<file path="config.mk">
export PLATFORM = sky130hd
export DESIGN_NAME = contention_arb
export DESIGN_NICKNAME = d
export VERILOG_FILES = /design/src/rtl/contention_pkg.sv /design/src/rtl/contention_lfsr.sv /design/src/rtl/contention_backoff.sv /design/src/rtl/contention_select.sv /design/src/rtl/contention_arb.sv
export SDC_FILE = /design/constraint.sdc
export NUM_CORES = 1
export LEC_CHECK = 0
export ABC_CLOCK_PERIOD_IN_PS = 6100
export CAP_MARGIN = 10
export CORE_MARGIN = 2
export CORE_UTILIZATION = 45
export CTS_CLUSTER_DIAMETER = 200
export CTS_CLUSTER_SIZE = 14
export DETAILED_ROUTE_END_ITERATION = 8
export HOLD_SLACK_MARGIN = 0.12
export PLACE_DENSITY = 0.66
export SYNTH_ARGS = -nofsm -noshare
export SYNTH_HDL_FRONTEND = slang
export SYNTH_SLANG_ARGS = --single-unit
</file>
<file path="constraint.sdc">
create_clock -name clk -period 6.1 [get_ports clk]
set_input_delay 0.915 -clock clk [delete_from_list [all_inputs] [get_ports clk]]
set_output_delay 0.915 -clock clk [all_outputs]
set_load 0.01 [all_outputs]
</file>
<file path="src/rtl/contention_pkg.sv">
package contention_pkg;
  localparam int NUM_AC = 4;
  localparam int AC_W   = 2;

  typedef enum logic [AC_W-1:0] {
    CAT_BULK  = 2'd0,
    CAT_BEST  = 2'd1,
    CAT_VIDEO = 2'd2,
    CAT_VOICE = 2'd3
  } cat_e;
endpackage

</file>
<file path="src/rtl/contention_lfsr.sv">
module contention_lfsr #(
  parameter int          W    = 16,
  parameter logic [15:0] TAPS = 16'hB400,
  parameter logic [15:0] SEED = 16'hACE1
) (
  input  logic         clk,
  input  logic         rst_n,
  output logic [W-1:0] q
);
  always_ff @(posedge clk) begin
    if (!rst_n) q <= SEED[W-1:0];
    else if (q[0]) q <= (q >> 1) ^ TAPS[W-1:0];
    else q <= q >> 1;
  end
endmodule

</file>
<file path="src/rtl/contention_backoff.sv">
module contention_backoff #(
  parameter int MIN_EXP = 2,
  parameter int MAX_EXP = 4,
  localparam int BO_W  = MAX_EXP,
  localparam int EXP_W = $clog2(MAX_EXP + 1)
) (
  input  logic            clk,
  input  logic            rst_n,
  input  logic            pend,
  input  logic            step,
  input  logic            lose,
  input  logic            won,
  input  logic [BO_W-1:0] rnd,
  output logic            zero
);
  logic [EXP_W-1:0] exp_q, exp_nx;
  logic [BO_W-1:0]  bo_q;

  function automatic logic [BO_W-1:0] win_mask(input logic [EXP_W-1:0] e);
    logic [BO_W:0] m;
    m = ({{BO_W{1'b0}}, 1'b1} << e) - 1'b1;
    return m[BO_W-1:0];
  endfunction

  assign exp_nx = (exp_q >= EXP_W'(MAX_EXP)) ? EXP_W'(MAX_EXP) : exp_q + 1'b1;
  assign zero   = (bo_q == '0);

  always_ff @(posedge clk) begin
    if (!rst_n) begin
      exp_q <= EXP_W'(MIN_EXP);
      bo_q  <= '0;
    end else if (won) begin
      exp_q <= EXP_W'(MIN_EXP);
      bo_q  <= rnd & win_mask(EXP_W'(MIN_EXP));
    end else if (lose) begin
      exp_q <= exp_nx;
      bo_q  <= rnd & win_mask(exp_nx);
    end else if (step && pend && !zero) begin
      bo_q  <= bo_q - 1'b1;
    end
  end
endmodule

</file>
<file path="src/rtl/contention_select.sv">
module contention_select
  import contention_pkg::*;
#(
  parameter int DUR_W    = 10,
  parameter int PROT_THR = 100,
  parameter int PROT_OVH = 20
) (
  input  logic [NUM_AC-1:0]       pend,
  input  logic [NUM_AC-1:0]       zero,
  input  logic [NUM_AC*DUR_W-1:0] dur,
  input  logic [DUR_W-1:0]        win_left,
  output logic [NUM_AC-1:0]       elig,
  output logic                    any,
  output logic [AC_W-1:0]         win_idx,
  output logic                    win_rts,
  output logic [DUR_W-1:0]        win_dur
);
  logic [NUM_AC-1:0] rts;

  for (genvar k = 0; k < NUM_AC; k++) begin : g_cat
    logic [DUR_W-1:0] d;
    logic [DUR_W:0]   need;
    assign d      = dur[k*DUR_W +: DUR_W];
    assign rts[k] = ({1'b0, d} >= (DUR_W+1)'(PROT_THR));
    assign need   = {1'b0, d} + (rts[k] ? (DUR_W+1)'(PROT_OVH) : '0);
    assign elig[k] = pend[k] && zero[k] && (need <= {1'b0, win_left});
  end

  always_comb begin
    any     = 1'b0;
    win_idx = '0;
    for (int k = 0; k < NUM_AC; k++) begin
      if (elig[k]) begin
        any     = 1'b1;
        win_idx = AC_W'(k);
      end
    end
    win_rts = rts[win_idx];
    win_dur = dur[win_idx*DUR_W +: DUR_W];
  end
endmodule

</file>
<file path="src/rtl/contention_arb.sv">
module contention_arb
  import contention_pkg::*;
#(
  parameter int DUR_W      = 10,
  parameter int CW_MIN_EXP = 2,
  parameter int CW_MAX_EXP = 4,
  parameter int PROT_THR   = 100,
  parameter int PROT_OVH   = 20,
  localparam int BO_W   = CW_MAX_EXP,
  localparam int LFSR_W = 16
) (
  input  logic                    clk,
  input  logic                    rst_n,
  input  logic                    slot_tick,
  input  logic                    cs_busy,
  input  logic                    open_win,
  input  logic [DUR_W-1:0]        win_left,
  input  logic [NUM_AC-1:0]       ac_pend,
  input  logic [NUM_AC*DUR_W-1:0] ac_dur,
  output logic                    gnt_valid,
  input  logic                    gnt_ready,
  output logic [AC_W-1:0]         gnt_ac,
  output logic                    gnt_rts,
  output logic [DUR_W-1:0]        gnt_nav
);
  logic [LFSR_W-1:0] rnd;
  logic [NUM_AC-1:0] zero, elig;
  logic              any, win_rts, arb_ev, take;
  logic [AC_W-1:0]   win_idx;
  logic [DUR_W-1:0]  win_dur;

  assign arb_ev = slot_tick && !cs_busy && open_win && !gnt_valid;
  assign take   = gnt_valid && gnt_ready;

  contention_lfsr #(.W(LFSR_W)) u_lfsr (.clk(clk), .rst_n(rst_n), .q(rnd));

  for (genvar k = 0; k < NUM_AC; k++) begin : g_bo
    localparam int OFS = (k * BO_W) % (LFSR_W - BO_W + 1);
    contention_backoff #(.MIN_EXP(CW_MIN_EXP), .MAX_EXP(CW_MAX_EXP)) u_bo (
      .clk  (clk),
      .rst_n(rst_n),
      .pend (ac_pend[k]),
      .step (arb_ev),
      .lose (arb_ev && any && elig[k] && (win_idx != AC_W'(k))),
      .won  (take && (gnt_ac == AC_W'(k))),
      .rnd  (rnd[OFS +: BO_W]),
      .zero (zero[k])
    );
  end

  contention_select #(.DUR_W(DUR_W), .PROT_THR(PROT_THR), .PROT_OVH(PROT_OVH)) u_sel (
    .pend    (ac_pend),
    .zero    (zero),
    .dur     (ac_dur),
    .win_left(win_left),
    .elig    (elig),
    .any     (any),
    .win_idx (win_idx),
    .win_rts (win_rts),
    .win_dur (win_dur)
  );

  always_ff @(posedge clk) begin
    if (!rst_n) begin
      gnt_valid <= 1'b0;
      gnt_ac    <= '0;
      gnt_rts   <= 1'b0;
      gnt_nav   <= '0;
    end else if (take) begin
      gnt_valid <= 1'b0;
    end else if (arb_ev && any) begin
      gnt_valid <= 1'b1;
      gnt_ac    <= win_idx;
      gnt_rts   <= win_rts;
      gnt_nav   <= win_rts ? win_dur : '0;
    end
  end
endmodule

</file>
==> run metrics <==
WP data required=between 6 and 7 ns; Die X=106 µm; hold bufs inserted after CTS=0; I/O pin count=74; syn_nets=between 700 and 800; Clock transition at path regs=0.10 ns; Worst path max stage delay=0.57 ns; Rel. slew slack=0.502; actual slew at the worst max-slew pin=about 0.75 ns; critical path cell sequence=clkdlybuf4s50_1 > nand2_1 > o21ai_0 > ha_1 > a31oi_1 > nor2_1 > nand3_1 > xnor2_1 > ha_1 > nand3_1 > nor3_1 > o211ai_2 > nor2_2 > o41a_1 > nand4_2 > o21ai_1; Die Ht=106 µm; Post-Syn Area per Cell=8.22 µm²; Yosys warnings=0; core box area=10200 µm²; worst-case reg-to-reg path depth=9; power density over the cells=175 nW/µm²; top achievable clock speed=approximately 200 MHz; dpl hpwl=between 10000 and 15000 µm; Num CTS Buffers=5; Finished Core Util=0.554; largest net degree at the start of global routing=45; RSZ-0062 raised after global routing=false; first-pass GRT wire length=between 20000 and 25000 µm; post-synthesis sequential area ratio=0.233; min Tclk post-route=around 5 ns; Pins Over Slew Limit=0; Max Cap Viol=0; Syn-to-layout area delta=20.2%; Initial Utilization=0.461; Total GRT Usage=0.241; Max FO, Critical Path=9; Worst EP arrival=5.19 ns; Routed WL=13400 µm; LEAKAGE=2.25 nW; 1st-pass router iterations=4; Iter 0 DRT Violations=230; outcome=finished clean; crit path kind=in2reg; Inst Count DP=between 700 and 800; commonest cells after routing, fill and taps aside=clkdlybuf4s50_1 (73), ha_1 (67), dfxtp_1 (55); # H-tree levels=2; Max rail drop VDD=between 0.1 and 0.15 mV; Hold Crit Class=reg2reg; Synth Flop Type=dfxtp_1; TritonCTS clock tree=done; critical path depth=16; CP max stage cell=clkdlybuf4s50_1; Placer Congestion=about 0.95; Clock Tree Buf Depth=2; Rows=37; Fin. Hold Viols=0; clock latency on the worst-skew pair=approximately 0.32 ns; post-layout power=0.992 mW; setup repair bufs after CTS=0; Resized Gates After CTS=0; grt ovf=0; Post-Route Setup TNS=0 ns; number of global-route vias before repair=4316; Post-Syn Area=~4700 µm²; Post-DRT Antenna Nets=0; initial antenna violation count=0; clock skew=0.00553 ns; crit path launch type=primary input; WHS Path Cells=1; Post-synth EDFFs=0; synthesized netlist cell count=574; most common cell after layout, fill and taps aside=clkdlybuf4s50_1; CTS root buf=clkbuf_8; Tcrit/Tclk final=0.810; DRC violations left=0; DR vias=4528; Via density=5.81; setup violators final=0; Worst setup EP type=flop; hold_ws=0.442 ns; post-synthesis async set-or-reset flop share=0; wire per inst=17.2 µm; PortBufs=73; flops & latches, synth=55; full die area=11300 µm²; synth unique cells=71; fillers=between 900 and 1000; Sinks on Clock Net=55; Antenna Cells=0; Final nets=769; critical path's top delay family=simple AND/OR/NAND/NOR gates; Critical path buffers and inverters=1; Cell Count, Final, Fillers Out=around 780; fraction of layout cells with a size suffix above 1=0.0482
worst reg2reg max path: cells and delay by family (launching register included):
| kind | cells | cell delay (ns) |
|---|---|---|
| adders and majority gates | 1 | 0.18 |
| DFF | 1 | 0.34 |
| AOI/OAI and AO/OA | 3 | 0.87 |
| buffers and inverters | 1 | 0.11 |
| and+or+nand+nor | 4 | 1.12 |
flip-flops by register name, indices dropped and copies added, names as in the netlist:
register / cells
g_bo.u_bo.bo_q: 16
g_bo.u_bo.exp_q: 9
gnt_ac: 2
gnt_nav: 10
gnt_rts: 1
gnt_valid: 1
u_lfsr.q: 16
power by group:
part	internal, mW	switching, mW	total [mW]
Clock	0.133	0.120	0.253
Sequential	0.374	0.0126	0.387
Combinational	0.152	0.200	0.352
logic make-up after synthesis:
family / Yosys count / share of synthesized area
and+or+nand+nor: 207 / 0.236
adders and majority gates: 67 / 0.178
AOI/OAI and AO/OA: 153 / 0.224
buffers and inverters: 49 / 0.0467
muxes: 5 / 0.0109
xor gates and xnor gates: 38 / 0.0706
DFF: 55 / 0.233
synthesized netlist by cell type (all sizes together) (6+ instances only):
cell / instances / area share
ha: 67 / 0.18
dfxtp: 55 / 0.23
nand2: 43 / 0.038
o21ai: 41 / 0.046
a21oi: 40 / 0.045
nand3: 39 / 0.041
nor2: 37 / 0.031
inv: 33 / 0.026
xnor2: 24 / 0.045
nor3: 22 / 0.027
xor2: 14 / 0.026
and2: 12 / 0.016
nand2b: 11 / 0.015
o211ai: 11 / 0.021
buf: 9 / 0.015
a211oi: 8 / 0.015
clkbuf: 7 / 0.0056
nand4: 7 / 0.011
a311oi: 6 / 0.011
layout make-up:
cell class / instances / area [µm²] / share of cell area
inverters: 33 / 124 / 0.0219
well taps: 136 / 170 / 0.0300
repair buffers: 77 / 761 / 0.134
flip-flops and latches: 55 / 1100 / 0.194
clock inverters: 2 / 35.0 / 0.00618
multi-input cells: 470 / 3390 / 0.599
clock buffers: 6 / 82.6 / 0.0146
path summary, 6_finish.rpt:
check	slack [ns]	startpoint	to
hold / removal	0.44	u_lfsr.q[15]$_SDFF_PN1_	u_lfsr.q[14]$_SDFF_PN0_
hold reg to reg	0.44	u_lfsr.q[15]$_SDFF_PN1_	u_lfsr.q[14]$_SDFF_PN0_
setup reg to reg	3.39	g_bo[2].u_bo.bo_q[0]$_SDFFE_PN0P_	g_bo[0].u_bo.exp_q[1]$_SDFFE_PP1N_
setup / recovery	1.16	ac_dur[15]	gnt_nav[3]$_SDFFE_PN0P_
metal layers:
metal / wire, µm / vias up / global-route usage
met2: 6080 / 138 / 0.387
met3: 895 / 23 / 0.0460
met5: 0 / - / 0
met4: 248 / 0 / 0.0611
met1: 6200 / 2123 / 0.330
li1: - / 2244 / -
through the flow:
step	area (µm²)	setup WS, ns
6_report	5670	1.16
5_1_grt	5670	0.731
4_1_cts	5670	1.19
3_5_place_dp	5550	0.840
3_3_place_gp	5550	0.932
2_1_floorplan	4720	1.99
Power figures use the tool's default switching activity.
